**config.mk**
```make
export PLATFORM = sky130hd
export DESIGN_NAME = shbus_req
export DESIGN_NICKNAME = d
export VERILOG_FILES = /design/src/rtl/shbus_req.sv
export SDC_FILE = /design/constraint.sdc
export NUM_CORES = 1
export LEC_CHECK = 0
export BUFFER_PORTS_ARGS = -buffer_cell sky130_fd_sc_hd__buf_2
export CORE_MARGIN = 2
export CORE_UTILIZATION = 48
export DETAILED_ROUTE_END_ITERATION = 16
export PLACE_DENSITY = 0.8
export SLEW_MARGIN = 5
export SYNTH_ARGS = -nofsm -noshare
export SYNTH_HDL_FRONTEND = slang
export SYNTH_SLANG_ARGS = --single-unit
```
**constraint.sdc**
```tcl
create_clock -name clk -period 2.15 [get_ports clk]
set_clock_uncertainty 0.05 [all_clocks]
set_input_delay 0.1075 -clock clk [delete_from_list [all_inputs] [get_ports clk]]
set_output_delay 0.1075 -clock clk [all_outputs]
set_load 0.05 [all_outputs]
```
**src/rtl/shbus_req.sv**
```systemverilog
module shbus_req #(
  parameter int AW       = 16,
  parameter int DW       = 16,
  parameter int CAS_LAT  = 2,
  parameter int LAT_COMP = 1,
  parameter int TPRE     = 3
) (
  input  logic          clk,
  input  logic          rst_n,
  input  logic          req_valid,
  input  logic          req_shared,
  input  logic          req_write,
  input  logic          req_sdram,
  input  logic [AW-1:0] req_addr,
  input  logic [DW-1:0] req_wdata,
  input  logic          refresh_req,
  output logic          bus_req,
  input  logic          bus_grant,
  output logic          cyc_start,
  output logic [AW-1:0] ext_addr,
  output logic          ext_we,
  output logic [DW-1:0] ext_wdata,
  input  logic [DW-1:0] ext_rdata,
  output logic          busy,
  output logic          done,
  output logic [DW-1:0] rdata
);
  localparam int LAT_EFF = CAS_LAT + ((LAT_COMP != 0) ? 2 : 0);
  localparam int CW = $clog2(LAT_EFF + 1) + 1;
  localparam int PW = $clog2(TPRE + 1) + 1;

  typedef enum logic [2:0] {S_IDLE, S_REQ, S_CYC, S_LAT, S_PRE, S_REL} st_t;
  st_t st;

  logic          gnt_s, breq_q, wr_q, sd_q, done_q;
  logic [CW-1:0] lc;
  logic [PW-1:0] pc;
  logic [AW-1:0] addr_q;
  logic [DW-1:0] wd_q, rd_q;

  wire want    = (st == S_REQ) || (st == S_CYC) || (st == S_LAT) || (st == S_PRE);
  wire capture = !wr_q && (lc == CW'(LAT_EFF)) && ((st == S_CYC) || (st == S_LAT));
  wire finish  = ((st == S_CYC) && wr_q) || capture;

  always_ff @(negedge clk or negedge rst_n)
    if (!rst_n) begin
      breq_q <= 1'b0;
      gnt_s  <= 1'b0;
    end else begin
      breq_q <= want;
      gnt_s  <= bus_grant;
    end

  always_ff @(posedge clk or negedge rst_n)
    if (!rst_n) begin
      st     <= S_IDLE;
      lc     <= '0;
      pc     <= '0;
      wr_q   <= 1'b0;
      sd_q   <= 1'b0;
      addr_q <= '0;
      wd_q   <= '0;
      rd_q   <= '0;
      done_q <= 1'b0;
    end else begin
      done_q <= finish;
      if (capture) rd_q <= ext_rdata;
      case (st)
        S_IDLE:
          if (req_valid && req_shared) begin
            addr_q <= req_addr;
            wd_q   <= req_wdata;
            wr_q   <= req_write;
            sd_q   <= req_sdram;
            st     <= S_REQ;
          end
        S_REQ:
          if (gnt_s) begin
            lc <= CW'(1);
            st <= S_CYC;
          end
        S_CYC, S_LAT: begin
          lc <= lc + CW'(1);
          if (finish) begin
            pc <= '0;
            st <= sd_q ? S_PRE : S_REL;
          end else begin
            st <= S_LAT;
          end
        end
        S_PRE:
          if (pc == PW'(TPRE - 1)) st <= S_REL;
          else pc <= pc + PW'(1);
        S_REL:
          if (!gnt_s) st <= S_IDLE;
        default: st <= S_IDLE;
      endcase
    end

  assign bus_req   = breq_q;
  assign cyc_start = (st == S_CYC);
  assign ext_addr  = addr_q;
  assign ext_we    = wr_q;
  assign ext_wdata = wd_q;
  assign busy      = (st != S_IDLE);
  assign done      = done_q;
  assign rdata     = rd_q;

  a_r2_no_stale_start: assert property (@(posedge clk) disable iff (!rst_n)
    (st == S_REQ && !gnt_s) |=> !cyc_start);
  a_r2_cycle_has_bus: assert property (@(posedge clk) disable iff (!rst_n)
    cyc_start |-> bus_req);
  a_r2_one_clock_cycle: assert property (@(posedge clk) disable iff (!rst_n)
    cyc_start |=> !cyc_start);
  a_r3_idle_no_request: assert property (@(posedge clk) disable iff (!rst_n)
    !busy |-> !bus_req);
  a_r5_precharge_hold: assert property (@(posedge clk) disable iff (!rst_n)
    (done && sd_q) |-> bus_req);
  a_r7_refresh_ignored: assert property (@(posedge clk) disable iff (!rst_n)
    (!busy && refresh_req && !(req_valid && req_shared)) |=> !busy);
  a_r8_private_ignored: assert property (@(posedge clk) disable iff (!rst_n)
    (!busy && req_valid && !req_shared) |=> !busy);
  a_r9_done_pulse: assert property (@(posedge clk) disable iff (!rst_n)
    done |=> !done);
endmodule

```
==> flow_metrics.env, run 1 <==
export IMPL_status="finished, violations left"
export IMPL_violations="setup timing"
export IMPL_cp_data_arrival_time_ns=2.32
export IMPL_slowest_delay_ns=0.42
export IMPL_dr_pass1_iters=4
export IMPL_ys_types=34
export IMPL_postCtsSetupBuffers=0
export IMPL_synth_most_common_cell="dfrtp_1"
export IMPL_cts_sinks=63
export IMPL_antennaDiodeCount=0
export IMPL_p_leak_uw=0.002032
export IMPL_maxSlewViolCount=0
export IMPL_synth_top_cell_area_share=0.5530
export IMPL_routed_wl_mm=6.715
export IMPL_routedWlPerCell_microns=15.58
export IMPL_synthXorXnorAreaFrac=0.006346
export IMPL_synth_area_leaders="dfrtp_1 55%, mux2_4 16%, mux2_2 9.0%, buf_12 2.2%, dfrtn_1 1.8%"
export IMPL_pwr_density_cell_nw_per_um2=1706
export IMPL_syn_area_per_cell_sq_um=15.17
export IMPL_r2r_slack_ns=-0.009
export IMPL_die_area_sq_um=6373
export IMPL_gp_congestion=0.8442
export IMPL_htree_levels=3
export IMPL_vias_per_cell=4.923
export IMPL_synth_compound_area_frac=0.04352
export IMPL_overflow=0
export IMPL_netlist_area_sq_um=2760
export IMPL_yosys_area_top_type="dfrtp_1"
export IMPL_path_buf_inv=0
export IMPL_clockBufferDepth=2
export IMPL_ys_dominant_reg_cell="dfrtp_1"
export IMPL_path_max_fanout=4
export IMPL_hp_class="in -> reg"
export IMPL_layout_drive_gt1_share=0.5348
export IMPL_cts_tree="yes"
export IMPL_crit_path_end_kind="flip-flop"
export IMPL_synth_adder_area_share=0.01813
export IMPL_dp_slack_ns=-0.03466
export IMPL_grt_max_degree=37
export IMPL_grt_pass1_wl_mm=10.51
export IMPL_max_cap_violations=0
export IMPL_nets=414
export IMPL_synth_common_cells="61 x dfrtp_1, 30 x mux2_4, 22 x mux2_2"
export IMPL_core_sq_um=5540
export IMPL_yosysSeqAreaShare=0.5712
export IMPL_synth_top_family_by_area="multiplexers"
export IMPL_rsz0062_at_grt="yes"
export IMPL_ys_warn_count=0
export IMPL_rows=27
export IMPL_tightest_slew_ns=0.4398
export IMPL_slowest_stage="dfrtn_1"
export IMPL_cts_buffers=9
export IMPL_cp_cell_sequence="a21oi_2 -> or2_4 -> a22o_1"
export IMPL_area_delta_synth_final_pct=49.86
export IMPL_setup_viol=1
export IMPL_synth_mux_area_frac=0.2529
export IMPL_io_pins=109
export IMPL_cp_required_ns=2.31
export IMPL_route_detailed_drc=0
export IMPL_postSynth_asyncResetShare=1.000
export IMPL_hold_violations=0
export IMPL_die_h_microns=79.83
export IMPL_dp_hpwl_mm=4.061
export IMPL_timing_critical_path_from_type="flip-flop"
export IMPL_ant_nets=0
export IMPL_grt_pass1_vias=2240
export IMPL_synth_simple_area_share=0.07072
export IMPL_root_buffer="clkbuf_8"
export IMPL_grt_usage=0.2188
export IMPL_synth_nets=242
export IMPL_fin_hold_ws_ns=0.05077
export IMPL_synthCells=182
export IMPL_synth_edf_count=0
export IMPL_io_buffers=107
export IMPL_antenna_found_initial=0
export IMPL_cts_clk_slew_worst_paths_ns=0.06
export IMPL_start_util=0.4982
export IMPL_ys_seq_elements=63
export IMPL_criticalPathCategory="reg -> reg"
export IMPL_die_x_microns=79.83
export IMPL_insertion_delay_ns=0.33
export IMPL_vias=2122
export IMPL_setup_slack_ns=-0.008901
export IMPL_slew_headroom=0.7068
export IMPL_first_iter_violations=39
export IMPL_vdd_drop_max_mv=1.069
export IMPL_cpLargestDelayFamily="flip-flops"
==> flip-flops by register name (all words and copies together) (netlist names), 3 cells and up <==
name       flops
st             3
ext_wdata     16
pc             3
rdata         16
lc             4
ext_addr      16
==> routing by layer <==
metal  wire length, microns  up-vias  GRT usage  share of wire
met3                    406       16    0.04072          0.060
met1                   2713     1044     0.2502           0.40
met2                   3446       77     0.4017           0.51
li1                       -      985          -              -
met4                    148        0    0.08644          0.022
met5                      0        -          0              0
==> what timing repair did <==
action,4_1_cts,5_1_grt
hold buffers,51,0
setup endpoints to repair,4,5
cloned,0,0
hold endpoints to repair,111,0
gates resized for setup,1,3
pin swaps,1,3
==> cell usage in the layout (no fill, tap or decap), types with 2 or more instances in the layout <==
master	Yosys	final
dfrtn_1	2	2
inv_1	5	5
nand2_1	6	6
nand3_1	2	2
mux2_2	22	22
dlygate4sd3_1	0	51
or2_4	0	2
nor2_1	4	4
a21oi_1	5	4
nor2b_1	2	2
ha_1	4	4
nand2b_1	4	4
clkbuf_8	0	13
mux2_4	30	30
buf_4	0	10
buf_2	1	106
xnor2_1	2	2
dfrtp_1	61	61
a22o_1	3	3
o21ai_0	5	4
o31ai_1	2	2
==> final timing paths <==
path | from | to | cells past startpoint
max | gnt_s | lc[3] | 3
min | req_shared | st[0] | 3
max reg2reg | gnt_s | lc[3] | 3
min reg2reg | ext_wdata[2] | ext_wdata[2] | 1
max in group asynchronous | rst_n | gnt_s | 2
min in group asynchronous | rst_n | rdata[0] | 3
==> power by group <==
group,switching (uW),total (uW),internal (uW),leakage [uW]
registers,354,2110,1760,0.000761
logic,2550,3860,1300,0.00116
clock network,427,1090,663,0.000109
==> worst register-to-register path: cells and delay by family, from the launching register on <==
kind | cells | cell delay, ns
AO/OA/AOI/OAI | 2 | 0.26
flip-flops | 1 | 0.42
AND/OR/NAND/NOR | 1 | 0.24
==> logic make-up after synthesis <==
| family | Yosys count |
|---|---|
| fa+ha+maj | 4 |
| buf+inv | 12 |
| compound gates | 19 |
| simple gates | 30 |
| flops | 63 |
| mux | 52 |
| xor+xnor | 2 |
==> layout make-up <==
cell class | count | area [sq um]
clock buffer | 14 | 182.7
fill | 359 | 1404
inverter | 5 | 18.77
multi-input combinational | 107 | 1095
sequential | 63 | 1577
clock inverter | 2 | 37.54
tap | 72 | 90.09
timing repair buffer | 168 | 1136
==> through the flow <==
step / cells / TNS [ns] / instance area, sq um / util / total power [uW]
after floorplan: 182 / -0.1307 / 2768 / - / 5018
after global placement: 364 / -0.01074 / 3396 / 0.6129 / 5761
after detailed placement: 364 / -0.08690 / 3396 / 0.6129 / 5843
after CTS: 431 / -0.003917 / 4129 / 0.7453 / 7048
after global routing: 431 / -0.1775 / 4136 / 0.7466 / 7400
final: 431 / -0.008901 / 4136 / 0.7466 / 7057
(Power assumes the default switching activity.)
==> inputs of run 2 (changes only) <==
- CORE_UTILIZATION: 48 -> 35
- PLACE_DENSITY: 0.8 -> 0.62
==> run 2 against run 1 <==
The run still ends with setup timing left. Flip-flop and latch count unchanged. Non-clock buffer count fell by 1. Clock power decreased by 4%. Wire length decreased by 3.7%. Worst setup slack better by 0.0088 ns. Utilization fell by 21 points. Sequential share of layout area down 0.13 points. Power shrank 1.5%. Die area up 35%. Cell area up 0.33%. Register-to-register slack is essentially flat. First-iteration DRC count down 18%. Critical path type unchanged. Largest power group unchanged.
==> flow_metrics.env, run 2 (synthesis results as in run 1) <==
export IMPL_insertion_delay_ns=0.33
export IMPL_slew_headroom=0.7251
export IMPL_nets=413
export IMPL_io_buffers=107
export IMPL_grt_usage=0.1528
export IMPL_first_iter_violations=32
export IMPL_setup_viol=1
export IMPL_p_sw_uw=3332
export IMPL_rows=32
export IMPL_start_util=0.3590
export IMPL_grt_pass1_vias=2151
export IMPL_cp_cell_sequence="a21oi_2 -> or2_4 -> a22o_1"
export IMPL_grt_max_degree=35
export IMPL_die_x_microns=92.81
export IMPL_tightest_slew_ns=0.4124
export IMPL_root_buffer="clkbuf_8"
export IMPL_dp_slack_ns=-0.02592
export IMPL_cts_tree="yes"
export IMPL_crit_path_end_kind="flip-flop"
export IMPL_final_common_cell="buf_2"
export IMPL_maxSlewViolCount=0
export IMPL_grt_pass1_wl_mm=10.29
export IMPL_layout_drive_gt1_share=0.5335
export IMPL_clkPwrFrac=0.150
export IMPL_final_cell_mix="106 x buf_2, 61 x dfrtp_1, 51 x dlygate4sd3_1"
export IMPL_route_detailed_drc=0
export IMPL_cts_sinks=63
export IMPL_area_delta_synth_final_pct=50.36
export IMPL_max_cap_violations=0
export IMPL_gp_congestion=0.7241
export IMPL_hp_class="in -> reg"
export IMPL_register_area_sq_um=1577
export IMPL_overflow=0
export IMPL_routed_wl_mm=6.464
export IMPL_p_sw_frac=0.4792
export IMPL_cts_buffers=9
export IMPL_p_leak_uw=0.002014
export IMPL_antenna_found_initial=0
export IMPL_p_seq_frac=0.301
export IMPL_htree_levels=3
export IMPL_dp_hpwl_mm=3.992
export IMPL_die_area_sq_um=8613
export IMPL_path_max_fanout=4
export IMPL_criticalPathCategory="reg -> reg"
export IMPL_vias=2077
export IMPL_postCtsSetupBuffers=0
export IMPL_vias_per_cell=4.515
export IMPL_ant_nets=0
export IMPL_hold_violations=0
export IMPL_fill_cells=687
export IMPL_cts_clk_slew_worst_paths_ns=0.07
export IMPL_cp_data_arrival_time_ns=2.32
export IMPL_dr_pass1_iters=4
export IMPL_routedWlPerCell_microns=14.05
export IMPL_fin_cells=460
export IMPL_violations="setup timing"
export IMPL_die_h_microns=92.81
export IMPL_slowest_delay_ns=0.42
export IMPL_setup_slack_ns=-0.00005951
export IMPL_io_pins=109
export IMPL_core_sq_um=7687
export IMPL_p_comb_frac=0.549
export IMPL_vdd_drop_max_mv=0.5259
export IMPL_dp_cells=393
export IMPL_slowest_stage="dfrtn_1"
export IMPL_cpLargestDelayFamily="flip-flops"
export IMPL_cp_required_ns=2.32
export IMPL_status="finished, violations left"
export IMPL_rsz0062_at_grt="yes"
export IMPL_timing_critical_path_from_type="flip-flop"
export IMPL_antennaDiodeCount=0
export IMPL_clockBufferDepth=2
export IMPL_multi_input_area_sq_um=1087
export IMPL_p_int_uw=3621
export IMPL_pwr_density_cell_nw_per_um2=1675
export IMPL_path_buf_inv=0
run 2: cell count changes in the layout (fill, tap and decap cells not counted), moves of 2 or more:
cell        delta
clkbuf_8       -3
clkinvlp_4     +2
buf_4          -2
clkinv_4       +2
run 2: stage by stage:
stage	utilization	TNS (ns)	hold WS, ns	cell area (sq um)	power, uW
5_1_grt	0.5399	-0.1091	0.05813	4150	7309
2_1_floorplan	-	-0.1307	-0.2381	2768	5018
4_1_cts	0.5394	0	0.04417	4146	6996
6_report	0.5399	-0.00005951	0.04870	4150	6953
3_3_place_gp	0.4456	-0.02438	0.1855	3426	5771
3_5_place_dp	0.4456	-0.06513	0.1957	3426	5836
run 2: area by class of cell:
type / instances / area share
Sequential cell: 63 / 0.3799
Clock inverter: 6 / 0.01688
Tap cell: 102 / 0.03075
Multi-Input combinational cell: 107 / 0.2620
Inverter: 5 / 0.004522
Timing Repair Buffer: 167 / 0.2728
Clock buffer: 10 / 0.03316
run 2: tightest hold or removal path: stages:
cell and delay [ns]:
buf_2 0.09, a21oi_1 0.07, a31oi_1 0.13
run 2: timing repair:
item | CTS | global route
pin swaps | 1 | 1
gates resized for setup | 1 | 2
endpoints found under the setup margin | 4 | 5
endpoints found under the hold margin | 111 | 0
hold buffers | 51 | 0
run 2: worst paths after layout:
path / from / to / slack (ns) / cells after the start
max in group asynchronous: rst_n / bus_req / 0.80 / 2
worst min register to register: rdata[4] / rdata[4] / 0.45 / 1
worst max register to register: gnt_s / lc[1] / -0.00006 / 3
worst max-delay path: gnt_s / lc[1] / -0.00006 / 3
min in group asynchronous: rst_n / ext_wdata[7] / 0.40 / 3
worst min-delay path: req_valid / st[0] / 0.05 / 3
run 2: routing by layer:
metal	vias up	GRT usage	wire [microns]
li1	986	-	-
met3	9	0.03499	305
met4	0	0.05882	97
met5	-	0	0
met2	61	0.2742	3275
met1	1021	0.1760	2785
run 2: power by group through the flow:
stage | clock network (uW) | logic, uW | registers, uW
after global routing | 1140 | 4010 | 2160
after detailed placement | 0 | 3740 | 2090
final | 1050 | 3820 | 2090
after global placement | 0 | 3700 | 2070
after floorplan | 0 | 1250 | 3770
after CTS | 1080 | 3830 | 2080
==> inputs of run 3 (changes only) <==
- SETUP_SLACK_MARGIN: unset -> 0.05
==> run 3 against run 2 <==
The flow now finishes without violations. Utilization rose by 0.098 points. Global-route usage barely moved. Combinational power barely moved. Sequential share of layout area fell by 0.069 points. Power rose by 0.12%. Clock power barely moved. Register-to-register slack barely moved. Non-clock buffer count did not move.
==> flow_metrics.env, run 3 (synthesis results as in run 1) <==
export IMPL_grt_pass1_wl_mm=10.30
export IMPL_max_cap_violations=0
export IMPL_cts_clk_slew_worst_paths_ns=0.07
export IMPL_die_area_sq_um=8613
export IMPL_rsz0062_at_grt="yes"
export IMPL_fin_hold_ws_ns=0.04998
export IMPL_p_leak_uw=0.002014
export IMPL_first_iter_violations=36
export IMPL_timing_critical_path_from_type="flip-flop"
export IMPL_gp_congestion=0.7241
export IMPL_crit_path_end_kind="flip-flop"
export IMPL_vias_per_cell=4.504
export IMPL_reg2reg_from="gnt_s"
export IMPL_place_area_sq_um=3426
export IMPL_hold_violations=0
export IMPL_grt_pass1_vias=2150
export IMPL_routed_wl_mm=6.464
export IMPL_fin_area_sq_um=4158
export IMPL_cts_sinks=63
export IMPL_die_x_microns=92.81
export IMPL_io_buffers=107
export IMPL_slew_headroom=0.7104
export IMPL_core_sq_um=7687
export IMPL_criticalPathCategory="reg -> reg"
export IMPL_crit_start="gnt_s"
export IMPL_antennaDiodeCount=0
export IMPL_vias=2072
export IMPL_multi_input_area_sq_um=1095
export IMPL_die_h_microns=92.81
export IMPL_grt_max_degree=35
export IMPL_finalSetupTns_ns=0
export IMPL_path_max_fanout=4
export IMPL_tightest_slew_ns=0.4344
export IMPL_overflow=0
export IMPL_hp_start="req_valid"
export IMPL_nets=413
export IMPL_cts_tree="yes"
export IMPL_antenna_found_initial=0
export IMPL_fill_cells=686
export IMPL_routedWlPerCell_microns=14.05
export IMPL_dr_pass1_iters=4
export IMPL_dp_hpwl_mm=3.992
export IMPL_hp_class="in -> reg"
export IMPL_cp_data_arrival_time_ns=2.32
export IMPL_layout_drive_gt1_share=0.5363
export IMPL_cp_required_ns=2.32
export IMPL_rows=32
export IMPL_route_detailed_drc=0
export IMPL_start_util=0.3590
export IMPL_grt_usage=0.1530
export IMPL_status="finished clean"
export IMPL_dp_slack_ns=-0.02592
export IMPL_register_area_sq_um=1577
export IMPL_area_delta_synth_final_pct=50.63
export IMPL_io_pins=109
export IMPL_clockBufferDepth=2
export IMPL_maxSlewViolCount=0
export IMPL_ant_nets=0
export IMPL_final_cell_mix="106 x buf_2, 61 x dfrtp_1, 51 x dlygate4sd3_1"
export IMPL_htree_levels=3
export IMPL_insertion_delay_ns=0.33
export IMPL_pwr_density_cell_nw_per_um2=1674
export IMPL_finalPower_uw=6961
export IMPL_setup_viol=0
export IMPL_vdd_drop_max_mv=0.5260
export IMPL_final_common_cell="buf_2"
export IMPL_cts_buffers=9
export IMPL_root_buffer="clkbuf_8"
export IMPL_setup_slack_ns=0.0007483
==> run 3: final cells by class <==
type | instances | share of cell area
Clock buffer | 10 | 0.03310
Timing Repair Buffer | 167 | 0.2723
Tap cell | 102 | 0.03070
Multi-Input combinational cell | 107 | 0.2633
Sequential cell | 63 | 0.3792
Clock inverter | 6 | 0.01685
Inverter | 5 | 0.004514
==> run 3: power by group <==
part           total (uW)  internal [uW]  switching [uW]
logic                3830           1300            2520
registers            2090           1750             336
clock network        1040            570             473
total                6960           3630            3330
==> run 3: worst paths after layout <==
kind | endpoint | slack (ns) | cells after the start
worst max-delay path | lc[3] | 0.0007 | 3
worst min-delay path | st[0] | 0.05 | 3
worst max register to register | lc[3] | 0.0007 | 3
worst min register to register | rdata[4] | 0.45 | 1
max in group asynchronous | gnt_s | 0.79 | 2
min in group asynchronous | ext_wdata[7] | 0.41 | 3
==> run 3: repair_timing <==
item | 4_1_cts | 5_1_grt
gates resized for setup | 1 | 4
setup buffers | 0 | 0
hold buffers | 51 | 0
pin swaps | 2 | 2
setup endpoints to repair | 5 | 8
endpoints found under the hold margin | 111 | 0
==> run 3: critical path: stages (launching register included) <==
cell	delay, ns
dfrtn_1	0.42
a21oi_2	0.06
or2_4	0.24
a22o_1	0.21
==> run 3: through the flow <==
stage	util	std cells
after floorplan	-	182
after global placement	0.4456	393
after detailed placement	0.4456	393
after CTS	0.5394	460
after global routing	0.5409	460
final	0.5409	460
==> run 3: routing by layer <==
| layer | GRT usage | part of all wire | wire, microns | vias up |
|---|---|---|---|---|
| met5 | 0 | 0 | 0 | - |
| met4 | 0.05882 | 0.016 | 101 | 0 |
| met3 | 0.03499 | 0.047 | 305 | 9 |
| met2 | 0.2742 | 0.50 | 3260 | 59 |
| met1 | 0.1765 | 0.43 | 2797 | 1017 |
| li1 | - | - | - | 987 |
